[src/rtl/aer_rx_pkg.sv]
package aer_rx_pkg;

  localparam int VAL_W     = 16;     // unsigned, 12 fraction bits
  localparam int CNT_W     = 4;      // per-pixel spike counter
  localparam int LEAK_Q16  = 59891;  // exp(-10ms/111ms) in Q0.16
  localparam int CNT_SHIFT = 7;      // n * 1/32 in 12-fraction-bit units

  typedef logic [VAL_W-1:0] val_t;
  typedef logic [CNT_W-1:0] cnt_t;

  typedef enum logic [1:0] {PH_CHIP, PH_ROW, PH_COL} phase_e;

  // One leaky integration step for a single pixel.
  function automatic val_t leak_step(val_t old_v, cnt_t n);
    logic [31:0]    prod;
    logic [VAL_W:0] sum;
    prod = 32'(old_v) * 32'(LEAK_Q16);
    sum  = (VAL_W+1)'(prod[VAL_W+15:16]) + ((VAL_W+1)'(n) << CNT_SHIFT);
    return sum[VAL_W] ? {VAL_W{1'b1}} : sum[VAL_W-1:0];
  endfunction

  // Saturating increment of a spike counter.
  function automatic cnt_t sat_inc(cnt_t c);
    return (&c) ? c : c + 1'b1;
  endfunction

endpackage

[src/rtl/aer_hs_sync.sv]
module aer_hs_sync #(
  parameter int SYNC_N = 2
) (
  input  logic clk,
  input  logic rst_n,
  input  logic row_req,
  input  logic col_req_n,
  output logic burst_s,
  output logic strb_s,
  output logic acc,
  output logic ack_n
);

  logic [SYNC_N-1:0] row_sh, strb_sh;
  logic              ack_q;

  // Synchroniser chains; the strobe is inverted so that 1 means "address presented".
  always_ff @(posedge clk or negedge rst_n) begin
    if (!rst_n) begin
      row_sh  <= '0;
      strb_sh <= '0;
    end else begin
      row_sh  <= {row_sh[SYNC_N-2:0], row_req};
      strb_sh <= {strb_sh[SYNC_N-2:0], ~col_req_n};
    end
  end

  assign burst_s = row_sh[SYNC_N-1];
  assign strb_s  = strb_sh[SYNC_N-1];

  // Four-phase handshake: accept once, hold acknowledge until the strobe releases.
  assign acc = strb_s && !ack_q;

  always_ff @(posedge clk or negedge rst_n) begin
    if (!rst_n)       ack_q <= 1'b0;
    else if (acc)     ack_q <= 1'b1;
    else if (!strb_s) ack_q <= 1'b0;
  end

  assign ack_n = ~ack_q;

endmodule

[src/rtl/aer_addr_seq.sv]
module aer_addr_seq import aer_rx_pkg::*; #(
  parameter int ADDR_W   = 4,
  parameter int CHIP_W   = 4,
  parameter int ROW_W    = 3,
  parameter int COL_W    = 3,
  parameter int LOCAL_ID = 5,
  localparam int PIX_W   = ROW_W + COL_W
) (
  input  logic              clk,
  input  logic              rst_n,
  input  logic              burst_s,
  input  logic              acc,
  input  logic [ADDR_W-1:0] addr,
  output logic              spk_vld,
  output logic [PIX_W-1:0]  spk_idx
);

  phase_e            phase_q;
  logic              chip_ok_q;
  logic [ROW_W-1:0]  row_q;

  always_ff @(posedge clk or negedge rst_n) begin
    if (!rst_n) begin
      phase_q   <= PH_CHIP;
      chip_ok_q <= 1'b0;
      row_q     <= '0;
      spk_vld   <= 1'b0;
      spk_idx   <= '0;
    end else begin
      spk_vld <= 1'b0;
      if (!burst_s) begin
        phase_q <= PH_CHIP;                // stray strobes outside a burst are dropped
      end else if (acc) begin
        unique case (phase_q)
          PH_CHIP: begin
            chip_ok_q <= (addr[CHIP_W-1:0] == CHIP_W'(LOCAL_ID));
            phase_q   <= PH_ROW;
          end
          PH_ROW: begin
            row_q   <= addr[ROW_W-1:0];
            phase_q <= PH_COL;
          end
          default: begin
            spk_vld <= chip_ok_q;
            spk_idx <= {row_q, addr[COL_W-1:0]};
          end
        endcase
      end
    end
  end

endmodule

[src/rtl/aer_leak_array.sv]
module aer_leak_array import aer_rx_pkg::*; #(
  parameter int PIX_W       = 6,
  parameter int STEP_CYCLES = 2_000_000,
  localparam int NPIX       = 1 << PIX_W,
  localparam int TICK_W     = $clog2(STEP_CYCLES)
) (
  input  logic             clk,
  input  logic             rst_n,
  input  logic             spk_vld,
  input  logic [PIX_W-1:0] spk_idx,
  output logic             img_we,
  output logic [PIX_W-1:0] img_addr,
  output val_t             img_data
);

  logic [TICK_W-1:0]           tick_q;
  logic                        tick;
  logic                        sweeping;
  logic [PIX_W-1:0]            idx_q;
  logic [NPIX-1:0][CNT_W-1:0]  cnt_q, cnt_nxt;
  val_t                        val_mem [NPIX];
  val_t                        upd;

  // Step timer
  assign tick = (tick_q == TICK_W'(STEP_CYCLES - 1));

  always_ff @(posedge clk or negedge rst_n) begin
    if (!rst_n) tick_q <= '0;
    else        tick_q <= tick ? '0 : tick_q + 1'b1;
  end

  // Sweep sequencer
  always_ff @(posedge clk or negedge rst_n) begin
    if (!rst_n) begin
      sweeping <= 1'b0;
      idx_q    <= '0;
    end else if (!sweeping) begin
      if (tick) begin
        sweeping <= 1'b1;
        idx_q    <= '0;
      end
    end else begin
      idx_q <= idx_q + 1'b1;
      if (idx_q == PIX_W'(NPIX - 1)) sweeping <= 1'b0;
    end
  end

  // Per-pixel counters: a spike arriving on the clear cycle seeds the next step.
  for (genvar g = 0; g < NPIX; g++) begin : g_cnt
    logic hit, clr;
    assign hit = spk_vld && (spk_idx == PIX_W'(g));
    assign clr = sweeping && (idx_q == PIX_W'(g));
    assign cnt_nxt[g] = clr ? (hit ? CNT_W'(1) : '0)
                            : (hit ? sat_inc(cnt_q[g]) : cnt_q[g]);
  end

  always_ff @(posedge clk or negedge rst_n) begin
    if (!rst_n) cnt_q <= '0;
    else        cnt_q <= cnt_nxt;
  end

  // Value memory and the output write port
  assign upd = leak_step(val_mem[idx_q], cnt_q[idx_q]);

  always_ff @(posedge clk or negedge rst_n) begin
    if (!rst_n) begin
      for (int i = 0; i < NPIX; i++) val_mem[i] <= '0;
      img_we   <= 1'b0;
      img_addr <= '0;
      img_data <= '0;
    end else begin
      if (sweeping) val_mem[idx_q] <= upd;
      img_we   <= sweeping;
      img_addr <= idx_q;
      img_data <= upd;
    end
  end

endmodule

[src/rtl/aer_leaky_rx.sv]
module aer_leaky_rx import aer_rx_pkg::*; #(
  parameter int ROW_W       = 3,
  parameter int COL_W       = 3,
  parameter int CHIP_W      = 4,
  parameter int ADDR_W      = 4,
  parameter int LOCAL_ID    = 5,
  parameter int SYNC_N      = 2,
  parameter int STEP_CYCLES = 2_000_000,
  localparam int PIX_W      = ROW_W + COL_W
) (
  input  logic              clk,
  input  logic              rst_n,
  input  logic              row_req,
  input  logic              col_req_n,
  input  logic [ADDR_W-1:0] aer_addr,
  output logic              ack_n,
  output logic              img_we,
  output logic [PIX_W-1:0]  img_addr,
  output logic [VAL_W-1:0]  img_data
);

  // Named internal events, also observed by the checker
  logic             burst_s;
  logic             strb_s;
  logic             acc;
  logic             spk_vld;
  logic [PIX_W-1:0] spk_idx;

  aer_hs_sync #(.SYNC_N(SYNC_N)) u_hs (
    .clk(clk), .rst_n(rst_n), .row_req(row_req), .col_req_n(col_req_n),
    .burst_s(burst_s), .strb_s(strb_s), .acc(acc), .ack_n(ack_n)
  );

  aer_addr_seq #(
    .ADDR_W(ADDR_W), .CHIP_W(CHIP_W), .ROW_W(ROW_W), .COL_W(COL_W), .LOCAL_ID(LOCAL_ID)
  ) u_seq (
    .clk(clk), .rst_n(rst_n), .burst_s(burst_s), .acc(acc), .addr(aer_addr),
    .spk_vld(spk_vld), .spk_idx(spk_idx)
  );

  aer_leak_array #(.PIX_W(PIX_W), .STEP_CYCLES(STEP_CYCLES)) u_arr (
    .clk(clk), .rst_n(rst_n), .spk_vld(spk_vld), .spk_idx(spk_idx),
    .img_we(img_we), .img_addr(img_addr), .img_data(img_data)
  );

endmodule

[config.mk]
export PLATFORM = sky130hd
export DESIGN_NAME = aer_leaky_rx
export DESIGN_NICKNAME = d
export VERILOG_FILES = /design/src/rtl/aer_rx_pkg.sv /design/src/rtl/aer_hs_sync.sv /design/src/rtl/aer_addr_seq.sv /design/src/rtl/aer_leak_array.sv /design/src/rtl/aer_leaky_rx.sv
export SDC_FILE = /design/constraint.sdc
export NUM_CORES = 2
export LEC_CHECK = 0
export BUFFER_PORTS_ARGS = -buffer_cell sky130_fd_sc_hd__buf_4
export CAP_MARGIN = 25
export CORE_ASPECT_RATIO = 0.75
export CORE_MARGIN = 2
export CORE_UTILIZATION = 46
export DETAILED_ROUTE_END_ITERATION = 12
export PLACE_DENSITY_LB_ADDON = 0.2
export SETUP_SLACK_MARGIN = 0.15
export SYNTH_ARGS = -nofsm -noshare
export SYNTH_HDL_FRONTEND = slang
export SYNTH_SLANG_ARGS = --single-unit
[constraint.sdc]
create_clock -name clk -period 14.38 [get_ports clk]
set_input_delay 0.719 -clock clk [delete_from_list [all_inputs] [get_ports clk]]
set_output_delay 0.719 -clock clk [all_outputs]
set_load 0.1 [all_outputs]
; ---- Word-level counts from Yosys, hierarchy flattened
; Cells that the tools add are included.
[totals]
reg_bits = 1349
latchBits = 0
ram_bits = 0
mem_bits_ro = 0
out_inout_bits = 24
word_cells = 1024
memories = 0
[op_classes]
n_addsub = 67
multipliers = 1
div = 0
n_lt_le_gt_ge = 3
n_eq_ne = 196
n_shift = 0
n_mux = 279
bitwise_logic = 4
reduce_logical = 332
[op_table]
columns = cell, n
row1 = 1024-bit bitwise mux, 1
row2 = 4-bit 2-to-1 mux, 193
row3 = 6-bit == test (second input constant), 64
row4 = 4-bit by 1-bit adder with 4-bit output (second input constant), 64
row5 = 4-bit AND reduction, 64
row6 = 6-bit by 5-bit == test with 1-bit output (second input constant), 32
row7 = 1-bit logical AND, 130
row8 = 2-bit AND reduction, 65
row9 = 2-bit nonzero test, 65
row10 = 2-bit by 1-bit inequality test with 1-bit output (second input constant), 64
row11 = 16-bit binary-select mux with 6-bit select, 1
row12 = 16-bit demux with 6-bit select, 1
row13 = 6-bit by 4-bit == test with 1-bit output (second input constant), 16
row14 = 1-bit 2-to-1 mux, 72
row15 = 16-bit 2-to-1 mux, 4
row16 = 6-bit by 3-bit == test with 1-bit output (second input constant), 8
row17 = 16-bit by 16-bit multiplier with 32-bit output (second input constant), 1
row18 = 4-bit binary-select mux with 6-bit select, 1
row19 = 6-bit by 2-bit == test with 1-bit output (second input constant), 4
row20 = 21-bit by 1-bit adder with 21-bit output (second input constant), 1
row21 = 21-bit == test (second input constant), 1
row22 = 21-bit 2-to-1 mux, 1
row23 = 16-bit by 11-bit adder with 17-bit output, 1
row24 = 6-bit by 1-bit == test with 1-bit output (second input constant), 2
row25 = 18 further kinds, 26

; ---- Logic depth before layout (Yosys ltp)
[depth]
word_depth = 8
mapped_depth = 47
depth_no_buf = 39

; ---- Modules after synthesis
; A second synthesis with hierarchy kept.
[hier_totals]
cells_unflattened = 6775
area_unflattened_um2 = 65058.6
[modules_own_cells]
columns = module, n_inst, cells_per_inst, area_each_um2, seq_area_each_um2
row1 = aer_leak_array, 1, 6731, 64396.8, 33306.9
row2 = aer_addr_seq, 1, 35, 511.7, 325.3
row3 = aer_hs_sync, 1, 9, 150.1, 125.1

; ---- Worst setup path before layout
; Ideal clock, no wire load.
[synth_path]
kind = flip-flop to flip-flop
start = register u_arr.idx_q[2]
end = register u_arr.val_mem[109] in the netlist's numbering
setup_ns = 0.134
t_arrival_ns = 9.981
required_time_ns = 14.246
slack_ns = 4.265
stages_incl_launch_ff = 44
cell_sequence = dfrtp_1 > clkbuf_1 > and2_1 > clkbuf_1 > and2_1 > clkbuf_1 > buf_2 > buf_1 > clkbuf_1 > a22oi_1 > nand4_1 > a22o_1 > nor4_1 > inv_1 > fa_1 > inv_1 > fa_1 > inv_1 > [... 8 more ...] > nor2_2 > a41oi_1 > a31oi_1 > o21ai_0 > a21boi_0 > nor2_1 > ha_1 > a21o_1 > a21oi_1 > nor2b_1 > nor2_1 > nor2b_1 > mux2i_1 > nor4_4 > nor3_1 > buf_2 > clkbuf_1 > o21ai_0
[synth_via]
elab_chain_len = 8
[synth_lines]
columns = item, line
row1 = start: declaration, aer_leak_array.sv:19  ; logic [PIX_W-1:0] idx_q;
row2 = start signal: assignment, aer_leak_array.sv:43  ; idx_q <= idx_q + 1'b1;
row3 = 6-bit inverter with 7-bit output (implied by the code), "aer_leak_array.sv:63, aer_leak_array.sv:72"
row4 = 16-bit binary-select mux with 6-bit select, aer_leak_array.sv:63  ; assign upd = leak_step(val_mem[idx_q], cnt_q[idx_q]);
row5 = 16-bit 2-to-1 mux (implied by the code) (2 in series), aer_leak_array.sv:63
row6 = 16-bit by 16-bit multiplier with 32-bit output, aer_rx_pkg.sv:17  ; prod = 32'(old_v) * 32'(LEAK_Q16);
row7 = 16-bit by 11-bit adder with 17-bit output, aer_rx_pkg.sv:18  ; sum = (VAL_W+1)'(prod[VAL_W+15:16]) + ((VAL_W+1)'(n) << CNT_SHIFT);
row8 = 16-bit 2-to-1 mux, aer_rx_pkg.sv:19  ; return sum[VAL_W] ? {VAL_W{1'b1}} : sum[VAL_W-1:0];
row9 = 1024-bit bitwise mux (*), aer_leak_array.sv:72  ; if (sweeping) val_mem[idx_q] <= upd;
row10 = end signal: indexed assignment, aer_leak_array.sv:72
row11 = end: declaration, aer_leak_array.sv:21  ; val_t val_mem [NPIX];
; Mark *: on every way between the ends. The rest lies on a longest branch, timed or not. The select of a mux whose other input is x is not followed.
; A chain may end at the register's enable or synchronous reset.

; ---- Worst setup path in the final report
[layout_path]
start = register u_arr.idx_q[1]
end = register u_arr.val_mem[904] in the netlist's numbering
; The elaborated chain is that of the path after synthesis.

==> results by group <==
Outcome
  • Outcome: finished, final reports clean

Place
  • Post-DP HPWL: 148.7 mm
  • I/O Buffers: 31
  • Placed cells: 8,441
  • GPL Wtd Cong: 0.9776
  • Post-place setup slack: 1.674 ns
  • DP Area: 68,080 sq um

Setup path
  • Crit path max fanout: 65
  • R2R Setup Slk: 1.83 ns
  • CP Capture Type: flop
  • Crit Path Class: flop to flop
  • Slowest CP cell: nor4_2
  • FF-to-FF End: u_arr.val_mem[904]
  • Most used cell along the critical path: fa_1
  • Crit path launch type: flop
  • Worst R2R Start: u_arr.idx_q[1]
  • Slowest stage delay, CP: 0.91 ns
  • Worst path required time: 15.00 ns
  • Crit path arrival time: 13.17 ns
  • Worst r2r path cells: 38

Floorplanning
  • Core area: 142,200 sq um
  • # rows: 120
  • Starting density of the core: 0.4616
  • IO Pins: 32
  • Die area: 145,800 sq um
  • Die Y: 331.1 microns
  • Die width: 440.2 microns

Cells and area
  • Fin util: 0.5145
  • Fin cells: 8,703
  • P&R area growth vs syn: 11.45%
  • Layout Nets: 7,018
  • Share of post-route cells with drive strength above 1: 0.08534
  • Final Cell Area: 73,150 sq um

Synthesis
  • Gate Count Post-Synth: 6,834
  • Seq/Total Area, Yosys: 0.5143
  • Synth Flop Type: dfrtp_1
  • Count of cell types in the netlist: 77
  • Area contributors post-synth: dfrtp_1 (51%), nand2_1 (7.0%), o21ai_0 (4.2%)
  • Post-synthesis simple-gate area fraction: 0.1407
  • Post-Synth XOR/XNOR Area: 0.01481
  • Top-area cell type share of the netlist area: 0.5143
  • Post-synthesis average cell area: 9.604 sq um
  • Syn Std Cell Area: 65,630 sq um
  • Post-synth top cells: dfrtp_1 (1,349), nand2_1 (1,224), o21ai_0 (552)
  • Net count after synthesis: 7,145
  • Compound-Gate Fraction of Synth Area: 0.1912
  • EDFF count, synth: 0
  • Post-synth top area cell: dfrtp_1
  • Largest family of logic cells by synthesized area: compound AO/OA/AOI/OAI gates
  • Top-count cell post-synth: dfrtp_1
  • Synth Register Bits: 1,349
  • Yosys warnings: 0
  • Post-synthesis adder-cell area fraction: 0.06920
  • Post-synth ARST share: 1.000
  • Mux cell area share after synthesis: 0.02724

Run
  • Max-cap violations: 0

Worst hold path
  • Hold/Removal Path Class: input port to flop
  • Hold path startpoint: row_req
  • Hold path endpoint: u_hs.row_sh[0]
  • Hold depth: 1

Pwr
  • Pleak: 32.76 nW
  • Total power: 7.765 mW
  • PD cells: 106.1 nW/um^2
  • VDD IR-drop max: 0.0001006 V

Timing
  • Final hold violation count: 0
  • Final Cycle Share: 0.8728
  • Slew @ Worst Pin: 1.177 ns
  • Fmax: 0.07967 GHz
  • Worst hold slack: 0.04878 ns
  • Final clock skew: 0.03330 ns
  • Slew Viols, Final: 0
  • Setup violators final: 0
  • RSZ-0062 raised after global routing: false
  • Sum Neg Setup Slack: 0 ns
  • Final min period: 12.55 ns
  • Slew margin rel.: 0.2155
  • Post-route setup slack: 1.829 ns

Drt
  • Routed len/inst: 25.85 microns
  • Antenna Nets Post-Route: 0
  • Via count: 54,097
  • Drc violations: 0
  • Vias/cell: 6.216
  • DR pass1 iterations: 6
  • 1st-iter DRT viols: 6,817
  • Routed WL: 225.0 mm

Clock network
  • Clock root cell: clkbuf_16
  • CTS max path bufs: 3
  • CTS tree: built
  • Clock slew at reported path FFs: 0.06 ns
  • H-tree depth: 4
  • Clock latency at the later pin of the worst-skew pair: 0.80 ns
  • CTS Buf Count: 138
  • TritonCTS sink count: 1,349
  • CTS Hold Bufs: 1
  • Setup bufs post-CTS: 0
  • Post-CTS Resized: 0

Global route
  • First-pass GRT wire length: 337.9 mm
  • Gr usage total: 0.3101
  • Global route overflow: 0
  • Vias in the first global route: 50,805
  • Antenna violations before repair: 8
  • Largest net degree at the start of global routing: 162
==> cell type report <==
cell class / instances / area (sq um)
inverter: 200 / 750.7
multi-input combinational: 4787 / 29280
sequential: 1349 / 33760
antenna: 4 / 10.01
fill: 12961 / 69040
timing repair buffer: 231 / 2225
clock inverter: 44 / 724.4
clock buffer: 197 / 4029
tap: 1891 / 2366
==> layout by cell type (no fill, tap or decap), types with 12 or more instances in the layout <==
cell       synthesis  layout
a21oi_1          170     169
a221oi_1         104     104
a22o_1           106     106
a22oi_1          341     341
a31oi_1          115     115
and3_1            14      13
and4b_1           12      12
buf_12             0      19
buf_4              1     189
bufinv_16          0      15
clkbuf_1         355      27
clkbuf_16          0     141
clkbuf_8           0      30
clkinv_2           0      14
dfrtp_1         1349    1344
fa_1             100     100
ha_1             203     203
inv_1            199     199
mux2_2            79      79
mux2i_1           83      82
nand2_1         1224    1224
nand3_1          175     175
nand3b_1          29      29
nand4_1           84      84
nor2_1           381     370
nor2b_1           13      12
nor3_1            75      69
nor4_1            39      34
o211ai_1          28      28
o21ai_0          552     552
o21ai_1          499     499
o22ai_1           69      69
or3_1             47      47
xnor2_1           34      34
xor2_1            77      77
==> worst max-delay path by stage <==
stage	slack [ns]	endpoint	cells after the start	start
2_1_floorplan	4.26	u_arr.val_mem[109]	43	u_arr.idx_q[2]
3_3_place_gp	1.70	u_arr.val_mem[23]	40	u_arr.idx_q[0]
3_5_place_dp	1.67	u_arr.val_mem[24]	40	u_arr.idx_q[0]
4_1_cts	1.65	u_arr.val_mem[24]	40	u_arr.idx_q[0]
5_1_grt	1.09	u_arr.val_mem[936]	39	u_arr.idx_q[1]
6_report	1.83	u_arr.val_mem[904]	38	u_arr.idx_q[1]
==> registers in the layout (all words and copies together) (netlist names) <==
name,count
u_arr.val_mem,1024
u_arr.cnt_q,256
u_arr.tick_q,21
u_arr.img_data,16
u_arr.idx_q,6
u_arr.img_addr,6
u_seq.spk_idx,6
u_seq.row_q,3
u_hs.row_sh,2
u_hs.strb_sh,2
u_seq.phase_q,2
u_arr.img_we,1
u_arr.sweeping,1
u_hs.ack_q,1
u_seq.chip_ok_q,1
u_seq.spk_vld,1
==> kinds of logic (layout without fill, tap and decap cells) <==
logic type	after synthesis	in the layout
AOI/OAI and AO/OA	2062	2062
xor gates and xnor gates	111	111
adders and majority gates	303	303
buffers and inverters	698	672
DFF	1349	1349
muxes	165	165
other	0	4
and+or+nand+nor	2146	2146
==> where the power goes <==
group	internal, mW	leakage, nW	total (mW)	switching [mW]
Sequential	3.80	18.8	3.81	0.0115
Clock	2.23	2.33	3.83	1.60
Combinational	0.0198	11.6	0.125	0.105
==> per-layer routing <==
metal	track usage	wire length, microns
met2	0.4210	89960
met1	0.4692	100900
met4	0.09529	7039
met3	0.09527	27030
met5	0	49
==> worst max-delay path: cells and delay by family (launching register included) <==
family | cells | cell delay (ns)
fa+ha+maj | 8 | 3.79
simple gates | 12 | 3.07
compound gates | 9 | 2.38
buf+inv | 8 | 1.98
flops | 1 | 0.65
mux | 1 | 0.25
No activity file was read; power rests on OpenSTA's default activity.
